$ cat src/rtl/bus_wait_gen_pkg.sv
package bus_wait_gen_pkg;
  typedef enum logic [1:0] {
    ST_IDLE = 2'd0,
    ST_HOLD = 2'd1,
    ST_DONE = 2'd2
  } wg_state_e;
endpackage

$ cat src/rtl/wg_rst_sync.sv
module wg_rst_sync #(
  parameter int STAGES = 2
) (
  input  logic clk,
  input  logic rst_n,
  output logic rst_sn
);
  logic [STAGES-1:0] sync_q;

  always_ff @(posedge clk or negedge rst_n) begin
    if (!rst_n) sync_q <= '0;
    else        sync_q <= {sync_q[STAGES-2:0], 1'b1};
  end

  assign rst_sn = sync_q[STAGES-1];
endmodule

$ cat src/rtl/wg_down_cnt.sv
module wg_down_cnt #(
  parameter int W = 4
) (
  input  logic         clk,
  input  logic         rst_n,
  input  logic         load_i,
  input  logic [W-1:0] ld_val_i,
  input  logic         dec_i,
  output logic         last_o
);
  logic [W-1:0] cnt_q, cnt_d;
  logic         cnt_en;

  assign cnt_en = load_i | dec_i;

  always_comb begin
    cnt_d = cnt_q;
    if (load_i)     cnt_d = ld_val_i;
    else if (dec_i) cnt_d = cnt_q - W'(1);
  end

  always_ff @(posedge clk or negedge rst_n) begin
    if (!rst_n)      cnt_q <= '0;
    else if (cnt_en) cnt_q <= cnt_d;
  end

  assign last_o = (cnt_q == W'(1));

  AST_CNT_STEP: assert property (@(posedge clk) disable iff (!rst_n)
    (dec_i && !load_i) |=> (cnt_q == W'($past(cnt_q) - W'(1))));
  AST_NO_UNDERFLOW: assert property (@(posedge clk) disable iff (!rst_n)
    dec_i |-> (cnt_q != '0));
endmodule

$ cat src/rtl/wg_ctrl.sv
module wg_ctrl
  import bus_wait_gen_pkg::*;
#(
  parameter int W = 4
) (
  input  logic         clk,
  input  logic         rst_n,
  input  logic         ale_i,
  input  logic         cs_i,
  input  logic         rd_i,
  input  logic         wr_i,
  input  logic [W-1:0] wait_i,
  input  logic         cnt_last_i,
  output logic         cnt_load_o,
  output logic         cnt_dec_o,
  output logic         rdy_o
);
  wg_state_e st_q, st_d;
  logic      rdy_q, rdy_d, rdy_en;
  logic      detect, strobe, zero_wait;

  assign detect    = ale_i & cs_i;
  assign strobe    = rd_i | wr_i;
  assign zero_wait = (wait_i == '0);

  always_comb begin
    st_d       = st_q;
    cnt_load_o = 1'b0;
    cnt_dec_o  = 1'b0;
    case (st_q)
      ST_IDLE: begin
        if (detect) begin
          if (zero_wait) begin
            st_d = ST_DONE;
          end else begin
            st_d       = ST_HOLD;
            cnt_load_o = 1'b1;
          end
        end
      end
      ST_HOLD: begin
        if (cnt_last_i) st_d = ST_DONE;
        else            cnt_dec_o = 1'b1;
      end
      ST_DONE: begin
        if (!strobe) st_d = ST_IDLE;
      end
      default: st_d = ST_IDLE;
    endcase
  end

  assign rdy_d  = (st_d != ST_HOLD);
  assign rdy_en = (rdy_d != rdy_q);

  always_ff @(posedge clk or negedge rst_n) begin
    if (!rst_n) st_q <= ST_IDLE;
    else        st_q <= st_d;
  end

  always_ff @(posedge clk or negedge rst_n) begin
    if (!rst_n)      rdy_q <= 1'b1;
    else if (rdy_en) rdy_q <= rdy_d;
  end

  assign rdy_o = rdy_q;

  AST_IDLE_READY: assert property (@(posedge clk) disable iff (!rst_n)
    (st_q == ST_IDLE) |-> rdy_q);
  AST_NOCS_NO_STALL: assert property (@(posedge clk) disable iff (!rst_n)
    (st_q == ST_IDLE && ale_i && !cs_i) |=> rdy_q);
  AST_STALL_START: assert property (@(posedge clk) disable iff (!rst_n)
    (st_q == ST_IDLE && detect && !zero_wait) |=> !rdy_q);
  AST_RELEASE_HOLDS: assert property (@(posedge clk) disable iff (!rst_n)
    (st_q == ST_DONE && strobe) |=> (st_q == ST_DONE && rdy_q));
  AST_ZERO_NO_STALL: assert property (@(posedge clk) disable iff (!rst_n)
    (st_q == ST_IDLE && detect && zero_wait) |=> rdy_q);
  AST_NO_RETRIGGER: assert property (@(posedge clk) disable iff (!rst_n)
    (st_q == ST_HOLD && detect && !cnt_last_i) |=> (st_q == ST_HOLD && !cnt_load_o));
endmodule

$ cat src/rtl/bus_wait_gen.sv
module bus_wait_gen #(
  parameter int CNT_W       = 4,
  parameter int SYNC_STAGES = 2
) (
  input  logic             clk,
  input  logic             rst_n,
  input  logic             ale_i,
  input  logic             cs_i,
  input  logic             rd_i,
  input  logic             wr_i,
  input  logic [CNT_W-1:0] wait_i,
  output logic             rdy_o
);
  logic rst_sn;
  logic cnt_load, cnt_dec, cnt_last;

  wg_rst_sync #(.STAGES(SYNC_STAGES)) u_rst (
    .clk    (clk),
    .rst_n  (rst_n),
    .rst_sn (rst_sn)
  );

  wg_down_cnt #(.W(CNT_W)) u_cnt (
    .clk      (clk),
    .rst_n    (rst_sn),
    .load_i   (cnt_load),
    .ld_val_i (wait_i),
    .dec_i    (cnt_dec),
    .last_o   (cnt_last)
  );

  wg_ctrl #(.W(CNT_W)) u_ctrl (
    .clk        (clk),
    .rst_n      (rst_sn),
    .ale_i      (ale_i),
    .cs_i       (cs_i),
    .rd_i       (rd_i),
    .wr_i       (wr_i),
    .wait_i     (wait_i),
    .cnt_last_i (cnt_last),
    .cnt_load_o (cnt_load),
    .cnt_dec_o  (cnt_dec),
    .rdy_o      (rdy_o)
  );
endmodule

$ cat config.mk
export PLATFORM = sky130hd
export DESIGN_NAME = bus_wait_gen
export DESIGN_NICKNAME = d
export VERILOG_FILES = /design/src/rtl/bus_wait_gen_pkg.sv /design/src/rtl/wg_rst_sync.sv /design/src/rtl/wg_down_cnt.sv /design/src/rtl/wg_ctrl.sv /design/src/rtl/bus_wait_gen.sv
export SDC_FILE = /design/constraint.sdc
export NUM_CORES = 1
export LEC_CHECK = 0
export ABC_AREA = 1
export CORE_AREA = 2 2 40 42
export DETAILED_ROUTE_END_ITERATION = 10
export DIE_AREA = 0 0 42 44
export DONT_BUFFER_PORTS = 1
export GPL_TIMING_DRIVEN = 0
export RECOVER_POWER = 25
export SETUP_SLACK_MARGIN = 0.2
export SLEW_MARGIN = 25
export SYNTH_ARGS = -nofsm -noshare
export SYNTH_HDL_FRONTEND = slang
export SYNTH_SLANG_ARGS = --single-unit
$ cat constraint.sdc
create_clock -name clk -period 1.36 [get_ports clk]
set_input_delay 0.136 -clock clk [delete_from_list [all_inputs] [get_ports clk]]
set_output_delay 0.136 -clock clk [all_outputs]
set_load 0.005 [all_outputs]
# Word-level counts from Yosys, hierarchy flattened
# Cells that the tools add are included.
# W data, S select, Z words.
totals:
  register_bits: 9
  in_bits: 10
  out_inout_bits: 1
  wordCells: 29
classes:
  addsub: 1
  n_eq_ne: 5
  n_mux: 12
  bitwise_logic: 3
  n_reduce_logical: 4
op_table:
  columns: ["op", "count"]
  rows:
  - ["$mux W2", 4]
  - ["$mux W4", 2]
  - ["$pmux W2 S3", 1]
  - ["$mux W1", 5]
  - ["$eq A4 B1 Y1 const B", 1]
  - ["$logic_not A4 Y1", 1]
  - ["$sub A4 B1 Y4 const B", 1]
  - ["$eq A2 B1 Y1 const B", 1]
  - ["$eq A2 B2 Y1 const B", 1]
  - ["$logic_not A2 Y1", 1]
  - ["$ne A2 B1 Y1 const B", 1]
  - ["$or A1 B1 Y1", 2]
  - ["$reduce_and A2 Y1", 1]
  - ["$reduce_bool A2 Y1", 1]
  - ["$and A1 B1 Y1", 1]
  - ["$ne A1 B1 Y1", 1]

# Longest topological paths before layout
logic_depth:
  depth_word: 6
  depth_mapped: 8
  mapped_depth_nobuf: 8

# By module
# From an unflattened synthesis, not the netlist that was laid out.
unflattened:
  hier_cells: 61
  hier_area_um2: 490.5
by_module_without_submodules:
  columns: ["mod", "instances", "cells_each", "area_per_inst_um2", "seq_area_each_um2"]
  rows:
  - ["wg_down_cnt", 1, 31, 249.0, 100.1]
  - ["wg_ctrl", 1, 27, 187.7, 76.3]
  - ["wg_rst_sync", 1, 3, 53.8, 50.0]

# Worst setup path after synthesis
# Ideal clock, no wire load.
synth_path:
  path_kind: "reg-to-reg"
  start: "register u_cnt.cnt_q[0]"
  end: "register u_cnt.cnt_q[2]"
  t_arrival_ns: 0.956
  required_ns: 1.243
  path_slack_ns: 0.287
  stages_incl_launch_ff: 8
  path_buffers: 0
  period_less_slack_ns: 1.073
  path_cell_list: "dfrtp_1 > ha_1 > nand2_1 > nand2_1 > nand2_4 > inv_4 > nand2_1 > nand2_1"
synth_between:
  elab_chain_len: 5
  elab_cells_between_ends: 9
  classes_between: "1 x add/sub; 1 x eq/ne; 4 x mux; 1 x bitwise; 2 x reduce/logical"
synth_lines:
  columns: ["element", "line_no", "text"]
  rows:
  - ["from (decl)", "wg_down_cnt.sv:11", "logic [W-1:0] cnt_q, cnt_d;"]
  - ["from (signal assigned)", "wg_down_cnt.sv:24", "else if (cnt_en) cnt_q <= cnt_d;"]
  - ["$eq A4 B1 Y1", "wg_down_cnt.sv:27", "assign last_o = (cnt_q == W'(1));"]
  - ["$mux W1", "wg_ctrl.sv:42", "if (cnt_last_i) st_d = ST_DONE;"]
  - ["$mux W1", "wg_ctrl.sv:30", "case (st_q)"]
  - ["$reduce_bool A2 Y1 (no line) / $or A1 B1 Y1 (equally long branches)", null, null]
  - ["$reduce_and A2 Y1 (no line)", null, null]
# Parallel ways exist; a longest one is shown, timed or not. The select of a mux whose other input is x is not followed.
# A chain may end at the register's enable or synchronous reset.

# Final worst setup path
layout_path:
  start: "register u_cnt.cnt_q[1]"
  end: "register u_cnt.cnt_q[2]"
# Same word-level chain as after synthesis.

==> impl_metrics.py <==
metrics = {
    "setup_path": {
        "endpoint_kind": "register",
        "crit_path_cell_trace": "inv_2 > ha_4 > nand2_1 > nand2_2 > nand2_4 > nand3_1 > nand2_1",
        "cp_max_fo": 5,
        "slowest_stage": "dfrtp_1",
        "critPathMostFrequentCell": "nand2_1",
        "startpoint_type": "register",
        "arrival_ns": 1.27,
        "crit_path_max_incr_delay_ns": 0.40,
        "crit_required_ns": 1.51,
        "critPathKind": "register to register",
    },
    "cells_and_area": {
        "synthToLayoutAreaGrowth_pct": 19.5,
        "drive_above_1_share_pct": 35.3,
        "final_cell_area_um2": 628,
        "num_antenna_cells": 0,
        "nets": 81,
        "utilization_pct": 44.3,
        "n_fill_cell": 148,
    },
    "logic_synthesis": {
        "syn-cell-area_um2": 526,
        "yosysTopAreaCellShare_pct": 38.1,
        "ys_types": 18,
        "ys_ff_latch": 9,
        "yosys.area.top_type": "dfrtp_1",
        "postSynthCellCount": 60,
        "seq_area_frac_synth_pct": 43.1,
        "synth.avg_cell_area_um2": 8.76,
        "yosys_warnings": 0,
        "synth.area.top_cells": "dfrtp_1 38%, nand2_1 12%, nand3_1 6.7%",
        "synth_fp_nets": 72,
    },
    "sta": {
        "rsz0062_at_grt": "no",
        "skew_ns": 0.00565,
        "fin_crit_ns": 1.12,
        "hold_viol": 0,
        "fin_setup_tns_ns": 0,
        "holdWs_ns": 0.0579,
        "finalSetupViolCount": 0,
        "fmax_mhz": 894,
        "post-route-period-util_pct": 82.3,
        "drv_slew": 0,
    },
    "global_routing": {
        "grt_max_degree": 8,
        "first_global_vias": 359,
        "grt_overflow": 0,
        "grt_usage_pct": 10.9,
        "grt_pass1_wl_um": 1410,
        "antenna_found_initial": 0,
    },
    "clocking": {
        "path_clk_slew_ns": 0.06,
        "clkSinkCount": 9,
        "cts_tree": "done",
        "cts_buffer_depth": 2,
        "cts_root_buf": "clkbuf_4",
        "cts.htree.levels": 1,
        "numCtsBuffers": 3,
        "clock_latency_ns": 0.26,
    },
    "power": {
        "ir_drop_uv": 975,
        "finalPower_mw": 1.41,
        "p_per_area_nw_per_um2": 2250,
        "p_leak_nw": 0.299,
    },
    "placed_design": {
        "dpl_cell_area_um2": 546,
        "io_buffers": 0,
        "dp_hpwl_um": 679,
        "gp_congestion": 0.790,
    },
    "die": {
        "start_util_pct": 37.0,
        "coreArea_um2": 1420,
        "io_pins": 11,
        "dieWidth_um": 42,
        "rows": 14,
        "dieHeight_um": 44,
        "dieArea_um2": 1850,
    },
    "drt": {
        "drtIter0Drc": 12,
        "dr.pass1.iters": 2,
        "drt-wirelength-per-cell_um": 11.0,
        "via_per_inst": 4.67,
        "postRouteAntennaNets": 0,
        "drt-total-wl_um": 925,
        "drc": 0,
        "vias": 392,
    },
    "run_status": {
        "status": "completed",
    },
    "worst_hold_path": {
        "hp-class": "primary input to register",
    },
    "run": {
        "drv_cap": 0,
    },
}
## sequential cells by signal, indices dropped and copies added (netlist names)
signal / cells
u_ctrl.rdy_o: 1
u_ctrl.st_q: 2
u_cnt.cnt_q: 4
u_rst.sync_q: 2
## cells in the mapped netlist
| cell | count |
|---|---|
| xnor2_1 | 1 |
| ha_1 | 2 |
| nand3b_1 | 4 |
| inv_2 | 2 |
| nand3_1 | 7 |
| nand2_1 | 17 |
| nor2_8 | 1 |
| nor2_4 | 2 |
| o211ai_1 | 1 |
| inv_4 | 1 |
| inv_1 | 3 |
| dfstp_2 | 1 |
| nand2_4 | 2 |
| nor2_1 | 3 |
| nand2_2 | 3 |
| conb_1 | 1 |
| dfrtp_1 | 8 |
| o21ai_0 | 1 |
## per-layer routing
metal / vias to the layer above / part of all wire, % / GRT usage (%)
met5: - / 0 / 0
met1: 180 / 45 / 13.6
li1: 205 / - / -
met4: 0 / 0 / 3.87
met2: 7 / 51 / 15.6
met3: 0 / 4.8 / 6.25
## power by group
| group | leakage, nW | internal [mW] | switching, mW |
|---|---|---|---|
| registers | 0.106 | 0.395 | 0.0971 |
| logic | 0.178 | 0.307 | 0.412 |
| clock network | 0.0150 | 0.113 | 0.0905 |
## final cells by class
| cell class | instances | area (um2) | area share, % |
|---|---|---|---|
| Inverter | 6 | 25.0 | 3.98 |
| Sequential cell | 9 | 228 | 36.3 |
| Tap cell | 16 | 20.0 | 3.19 |
| Timing Repair Buffer | 4 | 32.5 | 5.18 |
| Multi-Input combinational cell | 45 | 297 | 47.2 |
| Clock buffer | 4 | 26.3 | 4.18 |
## critical path: cells and delay by family, from the launching register on
kind / cells / cell delay (ns)
adders and majority gates: 1 / 0.14
buffers and inverters: 1 / 0.09
DFF: 1 / 0.40
and+or+nand+nor: 5 / 0.39
## per-stage QoR
step	cells	setup slack, ns
after floorplan	60	0.287
after global placement	76	0.215
after detailed placement	76	0.209
after CTS	81	0.210
after global routing	84	0.177
final	84	0.241
## layout by cell type (no fill, tap or decap)
cell type | Yosys | final
nor2_1 | 3 | 3
xnor2_1 | 1 | 1
nand3_1 | 7 | 7
dfstp_2 | 1 | 1
dfrtp_1 | 8 | 7
o211ai_1 | 1 | 1
dfrtp_2 | 0 | 1
ha_2 | 0 | 1
clkbuf_1 | 0 | 1
inv_1 | 3 | 1
clkbuf_4 | 0 | 3
o21ai_1 | 0 | 1
inv_2 | 2 | 4
nor2_8 | 1 | 1
nand3b_1 | 4 | 4
nand2_2 | 3 | 3
conb_1 | 1 | 1
inv_4 | 1 | 1
nand2_4 | 2 | 3
ha_4 | 0 | 1
dlygate4sd3_1 | 0 | 1
nor2_4 | 2 | 2
nand2_1 | 17 | 16
buf_4 | 0 | 3
## timing repair
action | CTS | global route
endpoints found under the setup margin | 1 | 4
buffers inserted | 0 | 3
gates resized for setup | 0 | 9
hold buffers | 1 | 0
endpoints found under the hold margin | 2 | 0
pin swaps | 1 | 7
cloned | 0 | 0
## logic make-up after synthesis
kind of cell	synth area share, %
AOI/OAI and AO/OA	2.38
xor gates and xnor gates	1.67
adders and majority gates	4.76
buffers and inverters	4.76
DFF	43.1
other	0.714
and+or+nand+nor	42.6
## final timing paths
kind	start	endpoint	slack [ns]	depth (start not counted)
min in group asynchronous	u_rst.sync_q[1]$_DFF_PN0_	u_cnt.cnt_q[3]$_DFFE_PN0P_	0.11	0
worst max-delay path	u_cnt.cnt_q[1]$_DFFE_PN0P_	u_cnt.cnt_q[2]$_DFFE_PN0P_	0.24	7
worst min register to register	u_rst.sync_q[1]$_DFF_PN0_	u_cnt.cnt_q[3]$_DFFE_PN0P_	0.11	0
worst min-delay path	rd_i	u_ctrl.st_q[1]$_DFF_PN0_	0.06	2
worst max register to register	u_cnt.cnt_q[1]$_DFFE_PN0P_	u_cnt.cnt_q[2]$_DFFE_PN0P_	0.24	7
max in group asynchronous	u_rst.sync_q[1]$_DFF_PN0_	u_ctrl.rdy_o$_DFFE_PN1P_	0.97	0
Power figures use the tool's default switching activity.
